## src/rtl/bsched_pkg.sv

```systemverilog
// Shared definitions for the bank conflict scheduler.
// Assumes: nothing beyond IEEE 1800-2017.
package bsched_pkg;
    // Default geometry of the bank array
    localparam int unsigned DEF_NBANKS = 8;
    localparam int unsigned DEF_LAT    = 4;

    // Occupancy state reported by each bank timer
    typedef enum logic {
        BANK_FREE = 1'b0,
        BANK_BUSY = 1'b1
    } bank_state_e;
endpackage

```

## src/rtl/bsched_bank_timer.sv

```systemverilog
// Occupancy timer for one memory bank.
// On a load it counts LAT-1 further busy cycles, so a bank that accepts
// an access in cycle t is free again in cycle t+LAT.
// Assumes: load is only asserted while the bank is free; LAT >= 1.
module bsched_bank_timer
    import bsched_pkg::*;
#(
    parameter int unsigned LAT = DEF_LAT
) (
    input  logic        clk,
    input  logic        rst_n,
    input  logic        load,
    output bank_state_e state
);
    localparam int unsigned TW = (LAT > 1) ? $clog2(LAT) : 1;

    logic [TW-1:0] remain_q;

    // Load the remaining busy time on access, otherwise count down to zero
    always_ff @(posedge clk) begin
        if (!rst_n) begin
            remain_q <= '0;
        end else if (load) begin
            remain_q <= TW'(LAT - 1);
        end else if (remain_q != '0) begin
            remain_q <= remain_q - 1'b1;
        end
    end

    // Report occupancy
    always_comb begin
        state = (remain_q != '0) ? BANK_BUSY : BANK_FREE;
    end
endmodule

```

## src/rtl/bsched_cmp_pipe.sv

```systemverilog
// Fixed-depth completion delay line.
// An element entering in cycle t appears at the output in cycle t+LAT,
// so completions leave in the order they entered.
// Assumes: LAT >= 1.
module bsched_cmp_pipe #(
    parameter int unsigned LAT   = 4,
    parameter int unsigned TAG_W = 8
) (
    input  logic             clk,
    input  logic             rst_n,
    input  logic             in_vld,
    input  logic [TAG_W-1:0] in_tag,
    output logic             out_vld,
    output logic [TAG_W-1:0] out_tag
);
    logic [LAT-1:0]   vld_q;
    logic [TAG_W-1:0] tag_q [LAT];

    // Shift the valid bit and tag one stage per clock
    always_ff @(posedge clk) begin
        if (!rst_n) begin
            vld_q <= '0;
            for (int i = 0; i < LAT; i++) begin
                tag_q[i] <= '0;
            end
        end else begin
            vld_q[0] <= in_vld;
            tag_q[0] <= in_tag;
            for (int i = 1; i < LAT; i++) begin
                vld_q[i] <= vld_q[i-1];
                tag_q[i] <= tag_q[i-1];
            end
        end
    end

    // The last stage drives the completion stream
    always_comb begin
        out_vld = vld_q[LAT-1];
        out_tag = tag_q[LAT-1];
    end
endmodule

```

## src/rtl/bsched_stats.sv

```systemverilog
// Free-running cycle counter and head-of-line stall counter.
// Assumes: counters wrap silently at 2^CNT_W.
module bsched_stats #(
    parameter int unsigned CNT_W = 32
) (
    input  logic             clk,
    input  logic             rst_n,
    input  logic             stall,
    output logic [CNT_W-1:0] cycle_cnt,
    output logic [CNT_W-1:0] stall_cnt
);
    // Count every clock after reset
    always_ff @(posedge clk) begin
        if (!rst_n) cycle_cnt <= '0;
        else        cycle_cnt <= cycle_cnt + 1'b1;
    end

    // Count clocks in which the head element is held
    always_ff @(posedge clk) begin
        if (!rst_n)     stall_cnt <= '0;
        else if (stall) stall_cnt <= stall_cnt + 1'b1;
    end
endmodule

```

## src/rtl/bsched_top.sv

```systemverilog
// Interleaved memory bank conflict scheduler.
// Accepts one element address per clock when the addressed bank is free,
// sends a one-hot request with row address to that bank, holds the head
// element while its bank is busy, and reports numbered completions LAT
// cycles after acceptance in acceptance order.
// Assumes: NBANKS is a power of two and at least 2; LAT >= 1;
// the source holds in_addr stable while in_valid is high and in_ready is low.
module bsched_top
    import bsched_pkg::*;
#(
    parameter int unsigned ADDR_W = 16,
    parameter int unsigned NBANKS = DEF_NBANKS,
    parameter int unsigned LAT    = DEF_LAT,
    parameter int unsigned TAG_W  = 8,
    parameter int unsigned CNT_W  = 32
) (
    input  logic                                  clk,
    input  logic                                  rst_n,
    input  logic                                  in_valid,
    input  logic [ADDR_W-1:0]                     in_addr,
    output logic                                  in_ready,
    output logic [NBANKS-1:0]                     bank_req,
    output logic [ADDR_W-$clog2(NBANKS)-1:0]      bank_row,
    output logic                                  cmp_valid,
    output logic [TAG_W-1:0]                      cmp_tag,
    output logic [CNT_W-1:0]                      cycle_cnt,
    output logic [CNT_W-1:0]                      stall_cnt
);
    localparam int unsigned BANK_W = $clog2(NBANKS);

    logic [BANK_W-1:0] head_bank;
    logic [NBANKS-1:0] busy;
    logic              fire;
    logic [TAG_W-1:0]  elem_q;

    // Split the head address into bank select and row
    always_comb begin
        head_bank = in_addr[BANK_W-1:0];
        bank_row  = in_addr[ADDR_W-1:BANK_W];
    end

    // One occupancy timer per bank
    for (genvar g = 0; g < NBANKS; g++) begin : g_bank
        bank_state_e st;
        bsched_bank_timer #(.LAT(LAT)) u_timer (
            .clk   (clk),
            .rst_n (rst_n),
            .load  (fire && (head_bank == BANK_W'(g))),
            .state (st)
        );
        assign busy[g] = (st == BANK_BUSY);
    end

    // Accept the head element only when its own bank is free
    always_comb begin
        in_ready = !busy[head_bank];
        fire     = in_valid && in_ready;
    end

    // Steer the accepted element to its bank
    always_comb begin
        bank_req = '0;
        if (fire) bank_req[head_bank] = 1'b1;
    end

    // Number elements in acceptance order
    always_ff @(posedge clk) begin
        if (!rst_n)    elem_q <= '0;
        else if (fire) elem_q <= elem_q + 1'b1;
    end

    bsched_cmp_pipe #(.LAT(LAT), .TAG_W(TAG_W)) u_cmp (
        .clk     (clk),
        .rst_n   (rst_n),
        .in_vld  (fire),
        .in_tag  (elem_q),
        .out_vld (cmp_valid),
        .out_tag (cmp_tag)
    );

    bsched_stats #(.CNT_W(CNT_W)) u_stats (
        .clk       (clk),
        .rst_n     (rst_n),
        .stall     (in_valid && !in_ready),
        .cycle_cnt (cycle_cnt),
        .stall_cnt (stall_cnt)
    );
endmodule

```

## config.mk

```make
export PLATFORM = sky130hd
export DESIGN_NAME = bsched_top
export DESIGN_NICKNAME = d
export VERILOG_FILES = /design/src/rtl/bsched_pkg.sv /design/src/rtl/bsched_bank_timer.sv /design/src/rtl/bsched_cmp_pipe.sv /design/src/rtl/bsched_stats.sv /design/src/rtl/bsched_top.sv
export SDC_FILE = /design/constraint.sdc
export NUM_CORES = 1
export LEC_CHECK = 0
export BUFFER_PORTS_ARGS = -buffer_cell sky130_fd_sc_hd__buf_2
export CORE_MARGIN = 2
export CORE_UTILIZATION = 32
export CTS_CLUSTER_SIZE = 24
export DETAILED_ROUTE_END_ITERATION = 16
export MAX_ROUTING_LAYER = met4
export SLEW_MARGIN = 0
export SYNTH_ARGS = -nofsm -noshare
export SYNTH_HDL_FRONTEND = slang
export SYNTH_SLANG_ARGS = --single-unit
```

## constraint.sdc

```tcl
create_clock -name clk -period 1.96 [get_ports clk]
set_input_delay 0.098 -clock clk [delete_from_list [all_inputs] [get_ports clk]]
set_output_delay 0.098 -clock clk [all_outputs]
set_load 0.01 [all_outputs]
```

# Yosys cells after proc, flatten, opt, wreduce, memory -nomap -nowiden
# Memories as Yosys holds them, arrays and structs flattened.
# Index checks and enable logic that the tools add are counted.
classes:
  reduce_logical: 29
  n_eq_ne: 7
  order_cmp: 2
  n_bitwise: 4
  add_sub_neg: 11
  n_mux: 35
ops:
  columns: ["cell", "n"]
  rows:
  - ["adder 32 x 1 -> 32 bit, second input constant", 2]
  - ["2-to-1 mux 8 bit", 5]
  - ["2-to-1 mux 2 bit", 16]
  - ["nonzero test 2 bit", 16]
  - ["subtractor 2 x 1 -> 2 bit, second input constant", 8]
  - ["== test 3 bit, second input constant", 4]
  - ["2-to-1 mux 1 bit", 12]
  - ["logical AND 1 bit", 11]
  - ["adder 8 x 1 -> 8 bit, second input constant", 1]
  - ["== test 3 x 2 -> 1 bit, second input constant", 2]
  - ["< comparator 3 x 4 -> 1 bit, second input constant", 1]
  - ["OR 1 bit", 4]
  - ["binary-select mux 1 bit (select 3 bit)", 1]
  - ["demux 1 bit (select 3 bit)", 1]
  - ["== test 3 x 1 -> 1 bit, second input constant", 1]
  - [">= comparator 3 x 1 -> 1 bit, second input constant", 1]
  - ["logical NOT 3 bit", 1]
  - ["logical NOT 1 bit", 1]
totals:
  wordCells: 101
  ramBits: 32
  inputBits: 19
  regBits: 92
  out_inout_bits: 95
  memories: 1
mem_list:
  columns: ["name", "words", "width", "read_ports", "rd_ports_with_merged_regs", "write_ports", "line", "rtl"]
  rows:
  - ["u_cmp.tag_q", 4, 8, 4, 0, 4, "bsched_cmp_pipe.sv:17", "logic [TAG_W-1:0] tag_q [LAT];"]

# Logic depth before layout (Yosys ltp)
depth:
  depth_word: 8
  depth_mapped: 8
  depth_no_buf: 7

# Modules after synthesis
# From an unflattened synthesis, not the netlist that was laid out.
unflattened:
  cells_unflattened: 597
  hier_area_um2: 5594.1
by_module_without_submodules:
  columns: ["module", "seq_area_each_um2", "n_inst", "cells_per_inst", "area_each_um2"]
  rows:
  - ["bsched_stats", 1281.2, 1, 347, 3007.9]
  - ["bsched_cmp_pipe", 720.7, 1, 75, 1006.0]
  - ["bsched_top", 160.2, 1, 95, 799.5]
  - ["bsched_bank_timer", 40.0, 8, 10, 97.6]

# Worst setup path after synthesis
# No wires, ideal clock.
synth_path:
  path_type: "reg2reg"
  startpoint: "reg u_stats.stall_cnt[0]"
  endpoint: "reg u_stats.stall_cnt[22]"
  path_stages_with_launch: 7
  t_required_ns: 1.890
  path_slack_ns: 0.012
  arrival_time_ns: 1.877
  path_buffers: 1
  setup_ns: 0.070
  synth_period_minus_slack_ns: 1.948
  path_cell_list: "dfxtp_1 -> ha_1 -> nand4_1 -> or2_2 -> clkbuf_1 -> or4_1 -> a21oi_1"
synth_via:
  elab_chain_cells: 1
synth_lines:
  columns: ["element", "line", "rtl"]
  rows:
  - ["from (decl)", "bsched_stats.sv:10", "output logic [CNT_W-1:0] stall_cnt"]
  - ["from (signal assigned)", "bsched_stats.sv:21", "else if (stall) stall_cnt <= stall_cnt + 1'b1;"]
  - ["adder 32 x 1 -> 32 bit", "bsched_stats.sv:21", null]
# Every way passes these cells.
# A chain may end at the register's enable or synchronous reset.

# Worst setup path after layout
layout_path:
  startpoint: "reg g_bank[3].u_timer.remain_q[0]"
  endpoint: "out bank_req[4]"
layout_via:
  elab_chain_cells: 7
layout_lines:
  columns: ["element", "line", "rtl"]
  rows:
  - ["from (decl)", "bsched_bank_timer.sv:17", "logic [TW-1:0] remain_q;"]
  - ["from (signal assigned)", "bsched_bank_timer.sv:24", "remain_q <= TW'(LAT - 1);"]
  - ["from (signal assigned)", "bsched_bank_timer.sv:26", "remain_q <= remain_q - 1'b1;"]
  - ["nonzero test 2 bit", "bsched_bank_timer.sv:32", "state = (remain_q != '0) ? BANK_BUSY : BANK_FREE;"]
  - ["2-to-1 mux 1 bit", "bsched_bank_timer.sv:32", null]
  - ["binary-select mux 1 bit (select 3 bit)", "bsched_top.sv:56", "in_ready = !busy[head_bank];"]
  - ["2-to-1 mux 1 bit (implied by the code)", "bsched_top.sv:56", null]
  - ["logical NOT 1 bit", "bsched_top.sv:56", null]
  - ["logical AND 1 bit", "bsched_top.sv:57", "fire = in_valid && in_ready;"]
  - ["2-to-1 mux 8 bit", "bsched_top.sv:63", "if (fire) bank_req[head_bank] = 1'b1;"]
  - ["to (decl)", "bsched_top.sv:22", "output logic [NBANKS-1:0] bank_req,"]
# Every way passes these cells. The select of a mux whose other input is x is not followed.

==> out/metrics.yaml <==
power_density_nw_per_um2: 1140
cts_buffers: 17
utilization: 0.451
fin_nets: 744
drt_wl_total_mm: 12.6
hpwl_mm: 8.33
overflow: 0
drt-vias-per-instance: 4.70
syn_to_final_growth_pct: 38.2
crit_chain: "inv_2 -> ha_4 -> mux2i_4 -> buf_6 -> a22oi_4 -> nand3_2 -> buf_8 -> buf_12 -> nor3b_4 -> buf_2"
ff2ff_setup_slack_ns: -0.05
worst_hold_path_type: "in -> reg"
clock.fmax_mhz: 451
cp.arrival_ns: 2.12
slew_headroom: 0.697
slowest_stage: "dfxtp_2"
finalSetupViolations: 24
rsz0062_at_grt: "yes"
synth_ff_type: "dfxtp_1"
max_stage_delay_ns: 0.32
ys_seq_area_frac: 0.460
worstHoldEndpoint: "g_bank[0].u_timer.remain_q[0]$_SDFFE_PN0P_"
hold-worst-slack_ns: 0.114
hold_viol_final: 0
worstSetupEndpointType: "primary output"
clk_latency_ns: 0.42
syn_inst: 576
final_cells: 947
cts_tree: "yes"
vias: 4455
ff2ff_path_depth: 8
worstPathRequired_ns: 1.86
tightestPinTransition_ns: 0.451
avgSynthCellArea_um2: 9.37
antenna_found_initial: 0
worstHoldPathCells: 3
grt_start_max_net_pins: 52
drive_gt1_frac: 0.362
fin_ws_ns: -0.256
critPathLaunchType: "register"
dp.cells: 890
violations: "negative setup slack"
drt-initial-drc-count: 187
syn-num-nets: 606
drc_errors: 0
p_total_mw: 8.52
synth_warnings: 0
path_max_fanout: 3
final_area_um2: 7460
synthDominantAreaCellType: "dfxtp_1"
peakVddDrop_uv: 586
drv_cap: 0
grt_pass1_vias: 4131
core_area_um2: 16500
clk_pin_slew_ns: 0.06
r2r-start: "g_bank[0].u_timer.remain_q[0]$_SDFFE_PN0P_"
die_h_um: 134
setup_tns_ns: -2.18
grt_use_total: 0.145
pin_count: 114
yosys-top-cells-area: "dfxtp_1 (46%), and2_1 (4.5%), xor2_1 (4.2%)"
leakagePower_nw: 3.15
yosys.area.top_type_share: 0.460
period_minus_slack_ns: 2.22
ys_seq_elements: 124
wl_per_cell_um: 13.3
async_flop_share: 0
clockBufferDepth: 2
status: "finished with violations"
path_buf_inv: 5
rows: 47
grt_pass1_wl_mm: 20.1
fin_crit_sh: 1.13
initial_utilization: 0.326
cts_root_buffer: "clkbuf_16"
numClockSinks: 124
synth-edff-count: 0
hold_start: "in_addr[2]"
port_buffers: 87
dp_slack_ns: -0.0877
first_pass_iters: 4
crit_family: "buffers and inverters"
drtAntennaViolNets: 0
htree_levels: 4
insertedDiodeCount: 0
syn_area_um2: 5400
finalMaxSlewViolations: 0
place_area_um2: 6260
timing.rr.end: "u_stats.stall_cnt[31]$_SDFFE_PN0P_"
die_area_um2: 17900
crit_type: "reg -> out"
clock_skew_ns: 0.00504
ys_types: 51
die_w_um: 134
gp_congestion: 0.743
registers in the layout (all words and copies together) (netlist names):
name,flops
g_bank.u_timer.remain_q,16
u_cmp.vld_q,4
u_stats.cycle_cnt,32
elem_q,8
u_cmp.tag_q,32
u_stats.stall_cnt,32
repair_timing:
item | in CTS | in global routing
gates resized for setup | 32 | 48
endpoints found under the hold margin | 1 | 0
hold buffers | 1 | 0
buffers inserted | 12 | 12
cloned | 0 | 1
pin swaps | 11 | 18
setup endpoints to repair | 31 | 46
layout make-up:
class	count	area (um^2)
multi-input cells	387	2860
fillers	1600	9070
inverters	21	78.8
clock inverters	13	191
clock buffers	19	443
flip-flops and latches	124	2490
well taps	220	275
repair buffers	163	1120
cells by family (layout without fill, tap and decap cells):
kind of cell	Yosys count	in the layout	synth area share
and+or+nand+nor	234	234	0.242
DFF	124	124	0.460
AOI/OAI and AO/OA	75	76	0.0960
buffers and inverters	66	216	0.0631
xor gates and xnor gates	47	47	0.0763
muxes	19	19	0.0366
adders and majority gates	11	11	0.0255
cell usage after synthesis, types with 3 or more instances:
| cell | count |
|---|---|
| a21oi_1 | 22 |
| and2_1 | 39 |
| and3_1 | 13 |
| and4_1 | 6 |
| buf_2 | 5 |
| buf_4 | 21 |
| clkbuf_1 | 18 |
| dfxtp_1 | 124 |
| ha_1 | 11 |
| inv_1 | 20 |
| mux2_2 | 3 |
| mux2i_1 | 15 |
| nand2_1 | 34 |
| nand2b_1 | 6 |
| nand3_1 | 28 |
| nand4_1 | 15 |
| nor2_1 | 49 |
| nor3_1 | 7 |
| nor3b_2 | 3 |
| nor4_1 | 3 |
| o21a_1 | 16 |
| o21ai_0 | 16 |
| o31ai_1 | 5 |
| or3_1 | 15 |
| or4_1 | 5 |
| xnor2_1 | 21 |
| xor2_1 | 26 |
tightest hold or removal path, delay by kind of cell:
family,cells,cell delay [ns]
AOI/OAI and AO/OA,1,0.17
buffers and inverters,1,0.15
and+or+nand+nor,1,0.07
per-layer routing:
layer	GRT usage	vias to the layer above	routed length, um
li1	-	2244	-
met1	0.172	2103	5690
met2	0.230	91	6090
met3	0.0472	17	643
met4	0.0538	0	172
met5	-	-	0
cell usage in the layout, fill, tap and decap left out, drive strengths merged, types with 13 or more instances in the layout:
master  netlist  layout
a21oi        22      22
and2         40      40
and3         13      13
buf          27     162
clkbuf       18      19
dfxtp       124     124
inv          21      22
mux2i        16      16
nand2        34      34
nand3        29      29
nand4        16      16
nor2         49      49
o21a         16      16
o21ai        17      17
or3          15      15
xnor2        21      21
xor2         26      26
worst max path at each step:
stage | depth (start not counted) | end | slack (ns) | start
detailed placement | 10 | u_stats.stall_cnt[23]$_SDFFE_PN0P_ | -0.09 | g_bank[3].u_timer.remain_q[0]$_SDFFE_PN0P_
global route | 9 | bank_req[0] | -0.32 | g_bank[1].u_timer.remain_q[0]$_SDFFE_PN0P_
global placement | 10 | bank_req[5] | -0.02 | g_bank[1].u_timer.remain_q[0]$_SDFFE_PN0P_
CTS | 9 | bank_req[4] | -0.18 | g_bank[1].u_timer.remain_q[1]$_SDFFE_PN0P_
finish | 10 | bank_req[4] | -0.26 | g_bank[3].u_timer.remain_q[0]$_SDFFE_PN0P_
floorplan | 6 | u_stats.stall_cnt[22]$_SDFFE_PN0P_ | 0.01 | u_stats.stall_cnt[0]$_SDFFE_PN0P_
power by group:
part / switching, mW / leakage, nW / total [mW] / internal (mW)
Clock: 1.18 / 0.300 / 3.35 / 2.17
Combinational: 1.01 / 1.85 / 2.31 / 1.31
Sequential: 0.119 / 1.01 / 2.86 / 2.74
Total: 2.31 / 3.15 / 8.52 / 6.21
Note: power is estimated with default switching activity, not from simulation.
